--- config.mk ---
export PLATFORM = sky130hd
export DESIGN_NAME = tri_wire_ctl_port
export DESIGN_NICKNAME = d
export VERILOG_FILES = /design/src/rtl/tri_wire_ctl_port.sv
export SDC_FILE = /design/constraint.sdc
export NUM_CORES = 2
export LEC_CHECK = 0
export ABC_AREA = 1
export BUFFER_PORTS_ARGS = -buffer_cell sky130_fd_sc_hd__buf_2
export CAP_MARGIN = 15
export CORE_AREA = 2 2 449 451
export DETAILED_ROUTE_END_ITERATION = 8
export DIE_AREA = 0 0 451 453
export GPL_TIMING_DRIVEN = 1
export SYNTH_ARGS = -nofsm -noshare
export SYNTH_HDL_FRONTEND = slang
export SYNTH_SLANG_ARGS = --single-unit
export TNS_END_PERCENT = 10
--- constraint.sdc ---
create_clock -name clk -period 6.6 [get_ports clk]
set_input_delay 0.33 -clock clk [delete_from_list [all_inputs] [get_ports clk]]
set_output_delay 0.33 -clock clk [all_outputs]
set_load 0.02 [all_outputs]
--- src/rtl/tri_wire_ctl_port.sv ---
module tri_wire_ctl_port #(
  parameter int DW = 18,
  parameter int AW = 6,
  parameter logic [AW-1:0] REV_ADDR = 6'h10,
  parameter logic [AW-1:0] FREE_ADDR = 6'h22,
  parameter logic [DW-1:0] REV_VALUE = 18'h0A5C1
) (
  input  logic                      clk,
  input  logic                      rst,
  input  logic                      sclk,
  input  logic                      sen,
  input  logic                      sdi,
  input  logic                      sleep_n,
  output logic                      sdo,
  output logic [(1<<AW)*DW-1:0]     regs_flat
);
  localparam int FW = DW + AW;
  localparam int NR = 1 << AW;
  localparam int CW = $clog2(FW + 1);

  logic [2:0] sclk_q, sen_q;
  logic [1:0] sdi_q;
  logic [FW-1:0] shreg;
  logic [CW-1:0] cnt;
  logic [DW-1:0] mem [NR];
  logic [DW-1:0] out_sh;
  logic [AW-1:0] tgt;
  logic armed;

  wire sclk_rise = sclk_q[1] & ~sclk_q[2];
  wire sen_s     = sen_q[1];
  wire sen_rise  = sen_q[1] & ~sen_q[2];
  wire sen_fall  = ~sen_q[1] & sen_q[2];
  wire [AW-1:0] f_addr = shreg[AW-1:0];
  wire [DW-1:0] f_data = shreg[FW-1:AW];
  wire accept = sen_rise && (cnt == CW'(FW)) && (!sleep_n || f_addr == FREE_ADDR);
  wire [DW-1:0] rd_word = (tgt == REV_ADDR) ? REV_VALUE : mem[tgt];

  always_ff @(posedge clk) begin
    if (rst) begin
      sclk_q <= '0;
      sen_q  <= '0;
      sdi_q  <= '0;
    end else begin
      sclk_q <= {sclk_q[1:0], sclk};
      sen_q  <= {sen_q[1:0], sen};
      sdi_q  <= {sdi_q[0], sdi};
    end
  end

  always_ff @(posedge clk) begin
    if (rst) begin
      shreg <= '0;
      cnt   <= '0;
    end else if (sen_rise) begin
      cnt <= '0;
    end else if (sclk_rise && !sen_s) begin
      shreg <= {shreg[FW-2:0], sdi_q[1]};
      if (cnt != CW'(FW)) cnt <= cnt + 1'b1;
    end
  end

  always_ff @(posedge clk) begin
    if (rst) begin
      for (int i = 0; i < NR; i++) mem[i] <= '0;
      armed <= 1'b0;
      tgt   <= '0;
    end else if (accept) begin
      if (f_addr == REV_ADDR) begin
        armed <= 1'b1;
        tgt   <= f_data[AW-1:0];
      end else begin
        mem[f_addr] <= f_data;
        armed <= 1'b0;
      end
    end
  end

  always_ff @(posedge clk) begin
    if (rst) out_sh <= '0;
    else if (sen_fall) out_sh <= rd_word;
    else if (sclk_rise && !sen_s) out_sh <= {out_sh[DW-2:0], 1'b0};
  end

  assign sdo = armed & ~sen_s & out_sh[DW-1];

  for (genvar g = 0; g < NR; g++) begin : g_bus
    if (g == int'(REV_ADDR)) begin : g_rev
      assign regs_flat[g*DW +: DW] = REV_VALUE;
    end else begin : g_rw
      assign regs_flat[g*DW +: DW] = mem[g];
    end
  end

  p_regs_hold_r1: assert property (@(posedge clk) disable iff (rst)
    !sen_rise |=> $stable(regs_flat));
  p_sen_high_r2: assert property (@(posedge clk) disable iff (rst)
    sen_s |=> $stable(shreg));
  p_cnt_cap_r3: assert property (@(posedge clk) disable iff (rst)
    cnt <= CW'(FW));
  p_short_r4: assert property (@(posedge clk) disable iff (rst)
    (sen_rise && cnt != CW'(FW)) |=> $stable(regs_flat));
  p_gate_r5: assert property (@(posedge clk) disable iff (rst)
    (sen_rise && sleep_n && f_addr != FREE_ADDR) |=> $stable(regs_flat) && $stable(armed));
  p_rev_r6: assert property (@(posedge clk) disable iff (rst)
    regs_flat[int'(REV_ADDR)*DW +: DW] == REV_VALUE);
  p_disarm_r8: assert property (@(posedge clk) disable iff (rst)
    (accept && f_addr != REV_ADDR) |=> !armed && !sdo);
endmodule

After elaboration in Yosys (flattened, before gate mapping)
Memories as Yosys holds them, arrays and structs flattened. A register that Yosys moved wholly into a read port is not among the register bits. Cells that the tools add are included.

Bits in writable memories: 1152. Memory bits (read-only): 0. Latch bits: 0. Bits in registers: 62. Memories kept: 1.

Memories: mem (depth 64, width 18, read ports 64, clocked after memory_dff 1, write ports 64, line 25) `logic [DW-1:0] mem [NR];`.

Shift operators: 0. Multiplexer cells: 15. Equal/unequal tests: 5. $lt $le $gt $ge: 0. Reduce and logical (&&, ||, !) cells: 12. $mul: 0. Div/mod/pow operators: 0. Bitwise gates (word level): 9. Add/subtract/negate cells: 1.

Operators by type and width (number): 18-bit 2-to-1 mux (4); 6-bit 2-to-1 mux (3); 18-bit OR reduction (1); 6-bit by 5-bit == test with 1-bit output, second input constant (2); 1-bit 2-to-1 mux (8); 6-bit == test, second input constant (1); 2-bit AND reduction (3); 5-bit by 1-bit adder with 5-bit output, second input constant (1); 1-bit bitwise AND (5); 5-bit == test, second input constant (1); 5-bit inequality test, second input constant (1); 1-bit NOT (4); 1-bit logical AND (3); 1-bit logical NOT (2); 2-bit nonzero test (1); 2-bit OR reduction (1); 1-bit logical OR (1).

Depth between registers and ports, before layout
Depth in word-level cells: 9. Mapped depth: 14. Depth with buffers taken out: 13.

Worst setup path after synthesis
No wires, ideal clock.

Path kind: register to register. Start: register shreg[1]. End: memory mem[11][0], enable pin. Required time: 6.225 ns. Library setup time: 0.375 ns. Slack: 3.416 ns. Arrival time: 2.809 ns. Buffers on the path: 2. Stages on the path, launching flop included: 15. Period minus slack after synthesis: 3.184 ns. Cell sequence: dfxtp_1 buf_2 inv_2 nor3_4 nand2_1 nand2_1 nand2_1 nor2_1 nand2_1 nor2_2 nand2_2 nor3_4 nand2_4 buf_2 nand2_1.

RTL lines: from (decl) (line 23) `logic [FW-1:0] shreg;`; from (signal assigned) (line 58) `shreg <= {shreg[FW-2:0], sdi_q[1]};`; to (decl) (line 25).

==> impl_metrics.csv <==
group,metric,value,unit
run_status,status,"complete, no violations",
clock_tree,cts_tree,"built",
placement,place_congestion,0.962,
finish,final.fill_count,20400,
synthesis,synth_area_per_cell,9.66,µm²
setup_path,worstPathRequired,7020,ps
synthesis,syn-cell-area,54200,µm²
timing,timing_hold_violations_final,0,
placement,dp.final_hpwl,236,mm
clock_tree,htreeDepth,4,
timing,min_period_over_period,64.5,%
clock_tree,cts-buffers-inserted,140,
clock_tree,clk_path_buf_depth,3,
floorplanning,start_util,27.2,%
synthesis,synth_cells,5617,
detailed_routing,viasPerCell,5.38,
setup_path,arrival,4680,ps
power,leakagePower,25.6,nW
synthesis,ys_seq_area_share,66.3,%
finish,layout.nets,6548,
global_routing,grt_max_degree,154,
timing,max_slew_margin,18.6,%
setup_path,crit_top_cell,"nand2_1",
synthesis,ys_warn_count,0,
detailed_routing,wl,319,mm
setup_path,start_kind,"flop",
min_path,hold_path.class,"in -> reg",
clock_tree,clockRootBuffer,"clkbuf_16",
detailed_routing,routedWlPerCell,34.3,µm
power,vdd_drop_max,0.189,mV
timing,tightest_slew,1220,ps
detailed_routing,route.detailed.drc,0,
detailed_routing,drtAntennaViolNets,0,
finish,final_common_cell,"nand2_1",
synthesis,synth.ff_latch_count,1220,
floorplanning,core,199000,µm²
global_routing,grt-ovfl-total,0,
setup_path,max_stage_delay,960,ps
floorplanning,ios,1159,
setup_path,critPathCaptureType,"flop",
global_routing,grt_pass1_wl,412,mm
floorplanning,die_area,204000,µm²
clock_tree,cts.sinks,1220,
floorplanning,die_w,451,µm
timing,report.final.slew_viol_count,0,
clock_tree,clkLatencyLatePin,820,ps
finish,register_area,36000,µm²
setup_path,crit_type,"reg -> reg",
synthesis,synth_cell_types,24,
detailed_routing,drtPass1Iterations,6,
detailed_routing,num_vias,50100,
setup_path,cp_top_family,"simple AND/OR/NAND/NOR gates",
clock_tree,path_clk_slew,60,ps
global_routing,grt_pass1_vias,45200,
timing,max_freq,235,MHz
global_routing,grt_use_total,29.9,%
placement,pre_cts_ws,2370,ps
setup_path,worst-path-max-fanout,19,
detailed_routing,first_iter_violations,7668,
timing,finClkSkew,38.7,ps
finish,drive_above_1_share,22.2,%
timing,setup_ws,2350,ps
timing,setup_tns,0,ps
finish,final_cell_mix,"nand2_1, nor2_1, edfxtp_1",
setup_path,crit_chain,"inv_2, nor3_4, nand2_1, nand2_1, nand2_1, nor2_1, nand2_1, nor2_2, inv_2, nor2_2, nand2_1, nand2_1",
global_routing,grt_antenna_before_repair,21,
floorplanning,rows,164,
setup_path,slowest_stage,"nand2_1",
timing,rsz0062_at_grt,"false",
finish,area_growth,23.4,%
clock_tree,postCtsSetupRepairBufs,0,
finish,multi_input_area,16400,µm²
setup_path,path_buf_inv,2,
timing,report.final.setup_viol,0,
timing,period_needed,4250,ps
power,p_per_area,286,nW/µm²
run,drv_cap,0,
placement,io_buffers,1140,
floorplanning,die_h,453,µm
-- path summary, 6_finish.rpt --
check / slack [ps] / cells after the start / start / endpoint
worst max-delay path: 2350 / 12 / shreg[1] / mem[7][7]
worst min-delay path: 80 / 5 / sleep_n / armed
worst max register to register: 2350 / 12 / shreg[1] / mem[7][7]
worst min register to register: 410 / 2 / sclk_q[0] / sclk_q[1]
-- tightest hold or removal path: stages --
cell,delay [ps]
buf_2,160
nand2_1,80
nand2_1,60
o21ai_0,140
a21oi_1,60
-- Yosys cell counts (all sizes together) --
cell	instances	share of area, %
a21oi	53	0.49
buf	89	0.80
clkbuf	375	2.6
clkinv	5	0.035
conb	2	0.014
dfxtp	68	2.5
edfxtp	1152	64
ha	2	0.046
inv	55	0.38
nand2	1558	11
nand3	1009	9.3
nand4	5	0.058
nor2	1168	8.1
nor3	15	0.25
o21ai	58	0.54
or2	3	0.035
-- layout make-up --
cell class,count,area share (%)
Sequential cell,1220,53.7
Multi-Input combinational cell,3907,24.5
Timing Repair Buffer,1211,9.46
Clock buffer,177,5.65
Tap cell,2656,4.96
Clock inverter,77,1.27
Inverter,60,0.419
Antenna cell,7,0.0262
-- routing by layer --
| layer | GRT usage, % | vias up | share of wire, % |
|---|---|---|---|
| li1 | - | 20700 | - |
| met1 | 35.4 | 24800 | 35 |
| met2 | 46.5 | 3879 | 45 |
| met3 | 7.88 | 801 | 11 |
| met4 | 22.4 | 10 | 9.0 |
| met5 | 0 | - | 0.021 |
-- state kept, by name, summed over array words and instances (netlist names), 2 cells and up, named ones only --
signal	count
shreg	24
sdi_q	2
tgt	6
cnt	5
mem	1152
out_sh	18
sen_q	3
sclk_q	3
-- kinds of logic (layout without fill, tap and decap cells) --
family / after synthesis / in the layout / share of synthesized area [%]
and+or+nand+nor: 3758 / 3758 / 28.8
adders and majority gates: 2 / 2 / 0.0461
buffers and inverters: 524 / 1525 / 3.81
other: 2 / 43 / 0.0138
DFF: 1220 / 1220 / 66.3
AOI/OAI and AO/OA: 111 / 111 / 1.02
-- metrics by stage --
step | power, mW | cell area [µm²] | std cells | utilization [%] | hold slack, ps
6_report | 19.1 | 67000 | 9315 | 33.6 | 77.2
5_1_grt | 19.5 | 66900 | 9311 | 33.6 | 63.9
4_1_cts | 19.1 | 66900 | 9308 | 33.6 | 5.64
3_5_place_dp | 11.2 | 62300 | 9051 | 31.3 | 400
3_3_place_gp | 11.2 | 62300 | 9051 | 31.3 | 392
2_1_floorplan | 10.1 | 54400 | 5651 | - | 388
-- power breakdown --
part           leakage [nW]  internal, mW  switching (mW)
sequential             11.5          8.85           0.426
clock                  2.22          4.57            3.46
combinational          11.9         0.361            1.47
-- what timing repair did --
item | 4_1_cts | 5_1_grt
hold endpoints to repair | 3 | 0
gates resized for setup | 0 | 0
hold buffers | 3 | 0
Power figures use the tool's default switching activity.
